===== src/rtl/usb_txn_responder.sv =====
module usb_txn_responder #(
  parameter int TX_DEPTH = 11,
  parameter int RX_DEPTH = 12
) (
  input  logic       clk,
  input  logic       rst_n,
  input  logic       rx_valid,
  input  logic [7:0] rx_data,
  input  logic       rx_end,
  output logic       tx_valid,
  output logic [7:0] tx_data,
  output logic       tx_last,
  input  logic       tx_ready,
  input  logic       host_we,
  input  logic [5:0] host_addr,
  input  logic [7:0] host_wdata,
  output logic [7:0] host_rdata
);
  localparam logic [7:0] PID_OUT   = 8'hE1;
  localparam logic [7:0] PID_IN    = 8'h69;
  localparam logic [7:0] PID_SETUP = 8'h2D;
  localparam logic [7:0] PID_DATA0 = 8'hC3;
  localparam logic [7:0] PID_DATA1 = 8'h4B;
  localparam logic [7:0] PID_ACK   = 8'hD2;
  localparam logic [7:0] PID_NAK   = 8'h5A;
  localparam int CNT_W = $clog2(RX_DEPTH + 3);
  localparam int RXA_W = $clog2(RX_DEPTH);
  localparam logic [CNT_W-1:0] CNT_MAX  = '1;
  localparam logic [CNT_W-1:0] CNT_LIM  = CNT_W'(RX_DEPTH + 1);
  localparam logic [CNT_W-1:0] CNT_LAST = CNT_W'(RX_DEPTH);

  logic [7:0] ep_buf [2][TX_DEPTH];
  logic [7:0] rx_mem [RX_DEPTH];
  logic [7:0] ep_field [2];
  logic [CNT_W-1:0] rx_cnt;
  logic [7:0] pid_q, tok_q, cur_tok, rx_tok, rx_len, tx_hs;
  logic [6:0] act_addr, pend_addr;
  logic       tx_active, tx_isdata, tx_ep;
  logic [3:0] tx_idx, tx_len;

  wire [CNT_W-1:0] wr_pos = rx_cnt - 1'b1;
  wire is_data  = (pid_q == PID_DATA0) || (pid_q == PID_DATA1);
  wire addr_ok  = tok_q[6:0] == act_addr;
  wire rx_busy  = rx_len != 8'd0;
  wire pkt_ok   = rx_end && !tx_active && rx_cnt >= CNT_W'(3) && rx_cnt <= CNT_LIM;
  wire [7:0] in_field = ep_field[tok_q[7]];
  wire tx_fire  = tx_active && tx_ready;

  assign tx_valid = tx_active;
  assign tx_data  = tx_isdata ? ep_buf[tx_ep][tx_idx] : tx_hs;
  assign tx_last  = tx_isdata ? (tx_idx == tx_len - 4'd1) : 1'b1;

  always_ff @(posedge clk)
    if (host_we && !host_addr[5] && host_addr[3:0] < 4'(TX_DEPTH))
      ep_buf[host_addr[4]][host_addr[3:0]] <= host_wdata;

  always_ff @(posedge clk)
    if (rx_valid && !rx_busy && rx_cnt != '0 && rx_cnt <= CNT_LAST)
      rx_mem[wr_pos[RXA_W-1:0]] <= rx_data;

  always_ff @(posedge clk) begin
    if (!rst_n) begin
      rx_cnt      <= '0;
      pid_q       <= '0;
      tok_q       <= '0;
      cur_tok     <= '0;
      rx_tok      <= '0;
      rx_len      <= '0;
      tx_hs       <= '0;
      act_addr    <= '0;
      pend_addr   <= '0;
      ep_field[0] <= PID_NAK;
      ep_field[1] <= PID_NAK;
      tx_active   <= 1'b0;
      tx_isdata   <= 1'b0;
      tx_ep       <= 1'b0;
      tx_idx      <= '0;
      tx_len      <= '0;
    end else begin
      if (rx_valid) begin
        if (rx_cnt == '0) pid_q <= rx_data;
        if (rx_cnt == CNT_W'(1)) tok_q <= rx_data;
        if (rx_cnt != CNT_MAX) rx_cnt <= rx_cnt + 1'b1;
      end
      if (rx_end) rx_cnt <= '0;

      if (host_we && host_addr[5]) begin
        case (host_addr[1:0])
          2'd0: ep_field[0] <= host_wdata;
          2'd1: ep_field[1] <= host_wdata;
          2'd2: pend_addr   <= host_wdata[6:0];
          default: rx_len   <= '0;
        endcase
      end

      if (pkt_ok) begin
        if (is_data) begin
          if (cur_tok != '0) begin
            tx_active <= 1'b1;
            tx_isdata <= 1'b0;
            tx_idx    <= '0;
            if (rx_busy) tx_hs <= PID_NAK;
            else begin
              tx_hs <= PID_ACK;
              if (rx_cnt >= CNT_W'(4)) begin
                rx_len <= 8'(wr_pos);
                rx_tok <= cur_tok;
              end
            end
          end
        end else if (!addr_ok) begin
          cur_tok <= '0;
        end else if (pid_q == PID_IN) begin
          tx_active <= 1'b1;
          tx_idx    <= '0;
          tx_ep     <= tok_q[7];
          if (rx_busy) begin
            tx_isdata <= 1'b0;
            tx_hs     <= PID_NAK;
          end else if (in_field[4]) begin
            tx_isdata <= 1'b0;
            tx_hs     <= in_field;
          end else begin
            tx_isdata <= 1'b1;
            tx_len    <= in_field[3:0];
            ep_field[tok_q[7]] <= PID_NAK;
          end
        end else if (pid_q == PID_SETUP || pid_q == PID_OUT) begin
          cur_tok <= pid_q;
        end else begin
          cur_tok <= '0;
        end
      end

      if (tx_fire) begin
        if (tx_last) begin
          tx_active <= 1'b0;
          if (tx_isdata) act_addr <= pend_addr;
        end else begin
          tx_idx <= tx_idx + 4'd1;
        end
      end
    end
  end

  always_comb begin
    host_rdata = 8'h00;
    if (!host_addr[5]) begin
      if (!host_addr[4] && host_addr[3:0] < 4'(RX_DEPTH))
        host_rdata = rx_mem[host_addr[RXA_W-1:0]];
    end else begin
      case (host_addr[2:0])
        3'd0: host_rdata = ep_field[0];
        3'd1: host_rdata = ep_field[1];
        3'd2: host_rdata = {1'b0, act_addr};
        3'd4: host_rdata = rx_len;
        3'd5: host_rdata = rx_tok;
        default: host_rdata = 8'h00;
      endcase
    end
  end
endmodule


===== config.mk =====
export PLATFORM = sky130hd
export DESIGN_NAME = usb_txn_responder
export DESIGN_NICKNAME = d
export VERILOG_FILES = /design/src/rtl/usb_txn_responder.sv
export SDC_FILE = /design/constraint.sdc
export NUM_CORES = 1
export LEC_CHECK = 0
export BUFFER_PORTS_ARGS = -buffer_cell sky130_fd_sc_hd__buf_2
export CAP_MARGIN = 20
export CORE_MARGIN = 5
export CORE_UTILIZATION = 40
export DETAILED_ROUTE_END_ITERATION = 10
export RECOVER_POWER = 100
export SYNTH_ARGS = -nofsm -noshare
export SYNTH_HDL_FRONTEND = slang
export SYNTH_SLANG_ARGS = --single-unit

===== constraint.sdc =====
create_clock -name clk -period 2.5 [get_ports clk]
set_input_delay 0 -clock clk [delete_from_list [all_inputs] [get_ports clk]]
set_output_delay 0 -clock clk [all_outputs]
set_load 0.02 [all_outputs]

==> key figures <==
Timing
  • Final worst slack: -0.3135 ns
  • Final max-slew violation count: 0
  • Final hold vios: 0
  • Worst-margin pin slew: 1.388 ns
  • # setup viols final: 8
  • Min Hold Slack: 0.08171 ns
  • Clk_skew: ~0.015 ns
  • Max frequency: roughly 0.36 GHz
  • Slew headroom: between 7 and 8%
  • Final Cycle Share: 112.5%
  • Fin crit period: roughly 2.8 ns
  • Final setup TNS: -2.201 ns
  • RSZ-0062 raised after global routing: true

Logic synthesis
  • Synth Flop Type: edfxtp_1
  • Post-Synthesis Cells: 1067
  • Syn_nets: between 1000 and 1500
  • Synthesized area: ~0.015 mm^2
  • Synth unique cells: between 50 and 60
  • Share of synthesized registers carrying an async set or reset: 0%
  • Synth warn: 0
  • Avg Cell Area, Syn: 14.39 um^2
  • Number of synthesized flops with an enable pin: 272
  • Sequential-to-total area share from yosys stat: approximately 66%
  • Flops & latches, synth: 367

Clocking
  • Worst-path clk slew: 0.06 ns
  • H-Tree Depth: 2
  • Clock Tree Buf Depth: 3
  • Worst skew pair latency: 0.55 ns
  • Clock root buffer master: clkbuf_16
  • Clock sinks: 367
  • TritonCTS Buffers: 40
  • TritonCTS clock tree: yes

GRT
  • Antenna violations before repair: 2
  • Largest net degree at the start of global routing: 29
  • GRT Util Overall: 17.95%
  • First-pass GRT wire length: slightly below 60000 um
  • Vias in the first global route: 9442
  • Grt ovf: 0

Routing
  • Via/cell ratio: 5.378
  • Detail Route Antenna Nets: 0
  • Routed len/inst: approximately 22 um
  • Drt initial violations: 773
  • DRC: 0
  • Top Layer Used: met4
  • DR WL met2: 17860 um
  • Via Count: 9288
  • Met3 WL: 1618 um
  • Final WL: approximately 38000 um
  • Met1 WL: 17240 um
  • Drt pass-1 iters: 5

Die
  • Die footprint: about 0.042 mm^2
  • Die X: 205.9 um
  • Rows: 71
  • I/O pin count: between 40 and 50
  • Core area: between 0.03 and 0.04 mm^2
  • Height of the chip: 205.9 um
  • Starting Density: 40.67%

Worst hold path
  • Min-Delay Path Class: input pin to register
  • Hold depth: 4

Status
  • Outcome: finished with violations
  • Failing checks: negative setup slack

Placed design
  • Worst slack, placed: 0.05262 ns
  • Placed instance count: 1623
  • DP Area: between 0.015 and 0.02 mm^2
  • Post-DP HPWL: about 25000 um
  • Global placement routability congestion: 0.8336
  • IO Port Bufs: 45

Finish
  • Post-route cell area: about 0.018 mm^2
  • Area of the multi-input gates: between 0.004 and 0.005 mm^2
  • Proportion of layout cells with a drive suffix above 1: 19.34%
  • End-of-flow core utilization: around half
  • Non-filler cells in the finished layout: 1727
  • Number of fill cells: 3314
  • # nets final: 1218
  • P&R area growth vs syn: 18.24%
  • Reg area: 0.01007 mm^2

Worst setup path
  • CP arrival: 2.81 ns
  • Crit Path Class: register to output pin
  • Worst setup SP type: register
  • Crit-path max FO: 9
  • Data required time of the critical path: 2.50 ns
  • Worst Reg-to-Reg Cells: 9
  • Worst setup EP type: output pin

Pwr
  • Sw Share: between 20% and 30%
  • Share of power burned in registers: 49.9%
  • Share of power burned in the clock network: 46.4%
  • Net switching power: 2.756 mW
  • Pwr Density: 729.4 mW/mm^2
  • Peak supply drop: approximately 0.63 mV
  • Comb pwr share: roughly 3.8%
  • Power, Total: 13.24 mW
  • Pleak: 5.921 nW
  • Int Power: 10.49 mW

Flow run
  • Max-cap violations: 0
cells in the final DEF (no fill, tap or decap), types with 15 or more instances in the layout:
master         instances
nand3_1               29
dfxtp_1               93
clkbuf_16             41
o21ai_0               27
inv_1                 19
mux2i_1               50
clkbuf_1              56
nand2_1               90
nor3_1                15
nor2_1                60
a21oi_1               77
edfxtp_1             272
mux4_2                76
buf_2                 15
dlygate4sd3_1         23
o22ai_1               18
buf_4                 28
repair_timing:
action | CTS | global route
hold buffers | 23 | 0
resized for setup | 8 | 16
buffers inserted | 4 | 1
pin swaps | 2 | 3
endpoints found under the hold margin | 299 | 0
gates cloned | 2 | 0
setup endpoints to repair | 8 | 47
layer usage:
| metal | vias up | track usage, % |
|---|---|---|
| met1 | 4708 | 25.94 |
| met3 | 54 | 2.573 |
| met4 | 0 | 4.705 |
| met5 | - | 0 |
| met2 | 202 | 28.81 |
| li1 | 4324 | - |
sequential cells by signal, indices dropped and copies added (netlist names), named ones only:
name and count:
ep_buf 176, rx_mem 96, ep_field 16, cur_tok 8, pid_q 8, rx_len 8
rx_tok 8, tok_q 8, tx_hs 8, act_addr 7, pend_addr 7, rx_cnt 4
tx_idx 4, tx_len 4, tx_ep 1, tx_isdata 1, tx_valid 1
area by class of cell:
| class | instances | area share (%) |
|---|---|---|
| Antenna cell | 1 | 0.01378 |
| Clock buffer | 61 | 6.836 |
| Clock inverter | 13 | 0.8338 |
| Inverter | 19 | 0.3928 |
| Multi-Input combinational cell | 616 | 27.48 |
| Sequential cell | 367 | 55.49 |
| Tap cell | 511 | 3.521 |
| Timing Repair Buffer | 139 | 5.437 |
kinds of logic after synthesis:
| family | after synthesis | synth area share, % |
|---|---|---|
| adders and majority gates | 7 | 0.5703 |
| and+or+nand+nor | 309 | 10.26 |
| muxes | 129 | 14.62 |
| DFF | 367 | 65.57 |
| xor gates and xnor gates | 19 | 1.173 |
| AOI/OAI and AO/OA | 152 | 5.557 |
| buffers and inverters | 84 | 2.249 |
cells in the mapped netlist, types with 3 or more instances:
master | instances | area, um^2
buf_2 | 12 | 60.06
nand3_1 | 29 | 145.1
nand2b_1 | 15 | 93.84
xor2_1 | 5 | 43.79
ha_1 | 7 | 87.58
buf_1 | 7 | 26.28
clkbuf_1 | 43 | 161.4
edfxtp_1 | 272 | 8168
a21oi_1 | 81 | 405.4
nand4_1 | 7 | 43.79
or4_1 | 4 | 30.03
nor2b_1 | 15 | 93.84
nor3_1 | 15 | 75.07
inv_1 | 19 | 71.32
or2_2 | 4 | 25.02
and4_1 | 5 | 43.79
mux4_2 | 76 | 1712
and2_1 | 19 | 118.9
o21ai_0 | 28 | 140.1
mux2i_1 | 51 | 510.5
or3_1 | 12 | 75.07
nor2_1 | 61 | 229.0
o21a_1 | 5 | 37.54
a22oi_1 | 4 | 30.03
nor4_1 | 8 | 50.05
nand2_1 | 90 | 337.8
dfxtp_1 | 95 | 1902
o22ai_1 | 18 | 112.6
and3_1 | 8 | 50.05
xnor2_1 | 13 | 113.9
nor3b_1 | 6 | 45.04
o22a_1 | 3 | 26.28
final timing paths:
path,start,end,slack (ns)
max,register,tx_data[5],-0.31
min,host_addr[5],rx_len[0]$_SDFF_PN0_,0.08
max reg2reg,rx_cnt[1]$_SDFFE_PP0P_,tx_hs[5]$_SDFFE_PN0P_,0.04
min reg2reg,pend_addr[5]$_SDFFE_PN0P_,pend_addr[5]$_SDFFE_PN0P_,0.46
power by group through the flow:
stage               sequential (mW)  clock, mW  combinational (mW)
finish                         6.60       6.14               0.498
global route                   6.60       6.55               0.542
CTS                            6.60       6.26               0.509
detailed placement             6.73          0               0.478
global placement               6.73          0               0.472
floorplan                      6.72          0               0.263
worst max-delay path, stage by stage, from the launching register on:
cell     delay (ns)
dfxtp_4        0.41
buf_12         0.17
mux4_2         0.56
mux4_2         0.53
nor2b_1        0.16
a21oi_1        0.18
a21oi_1        0.09
buf_2          0.17
No activity file was read; power rests on OpenSTA's default activity.
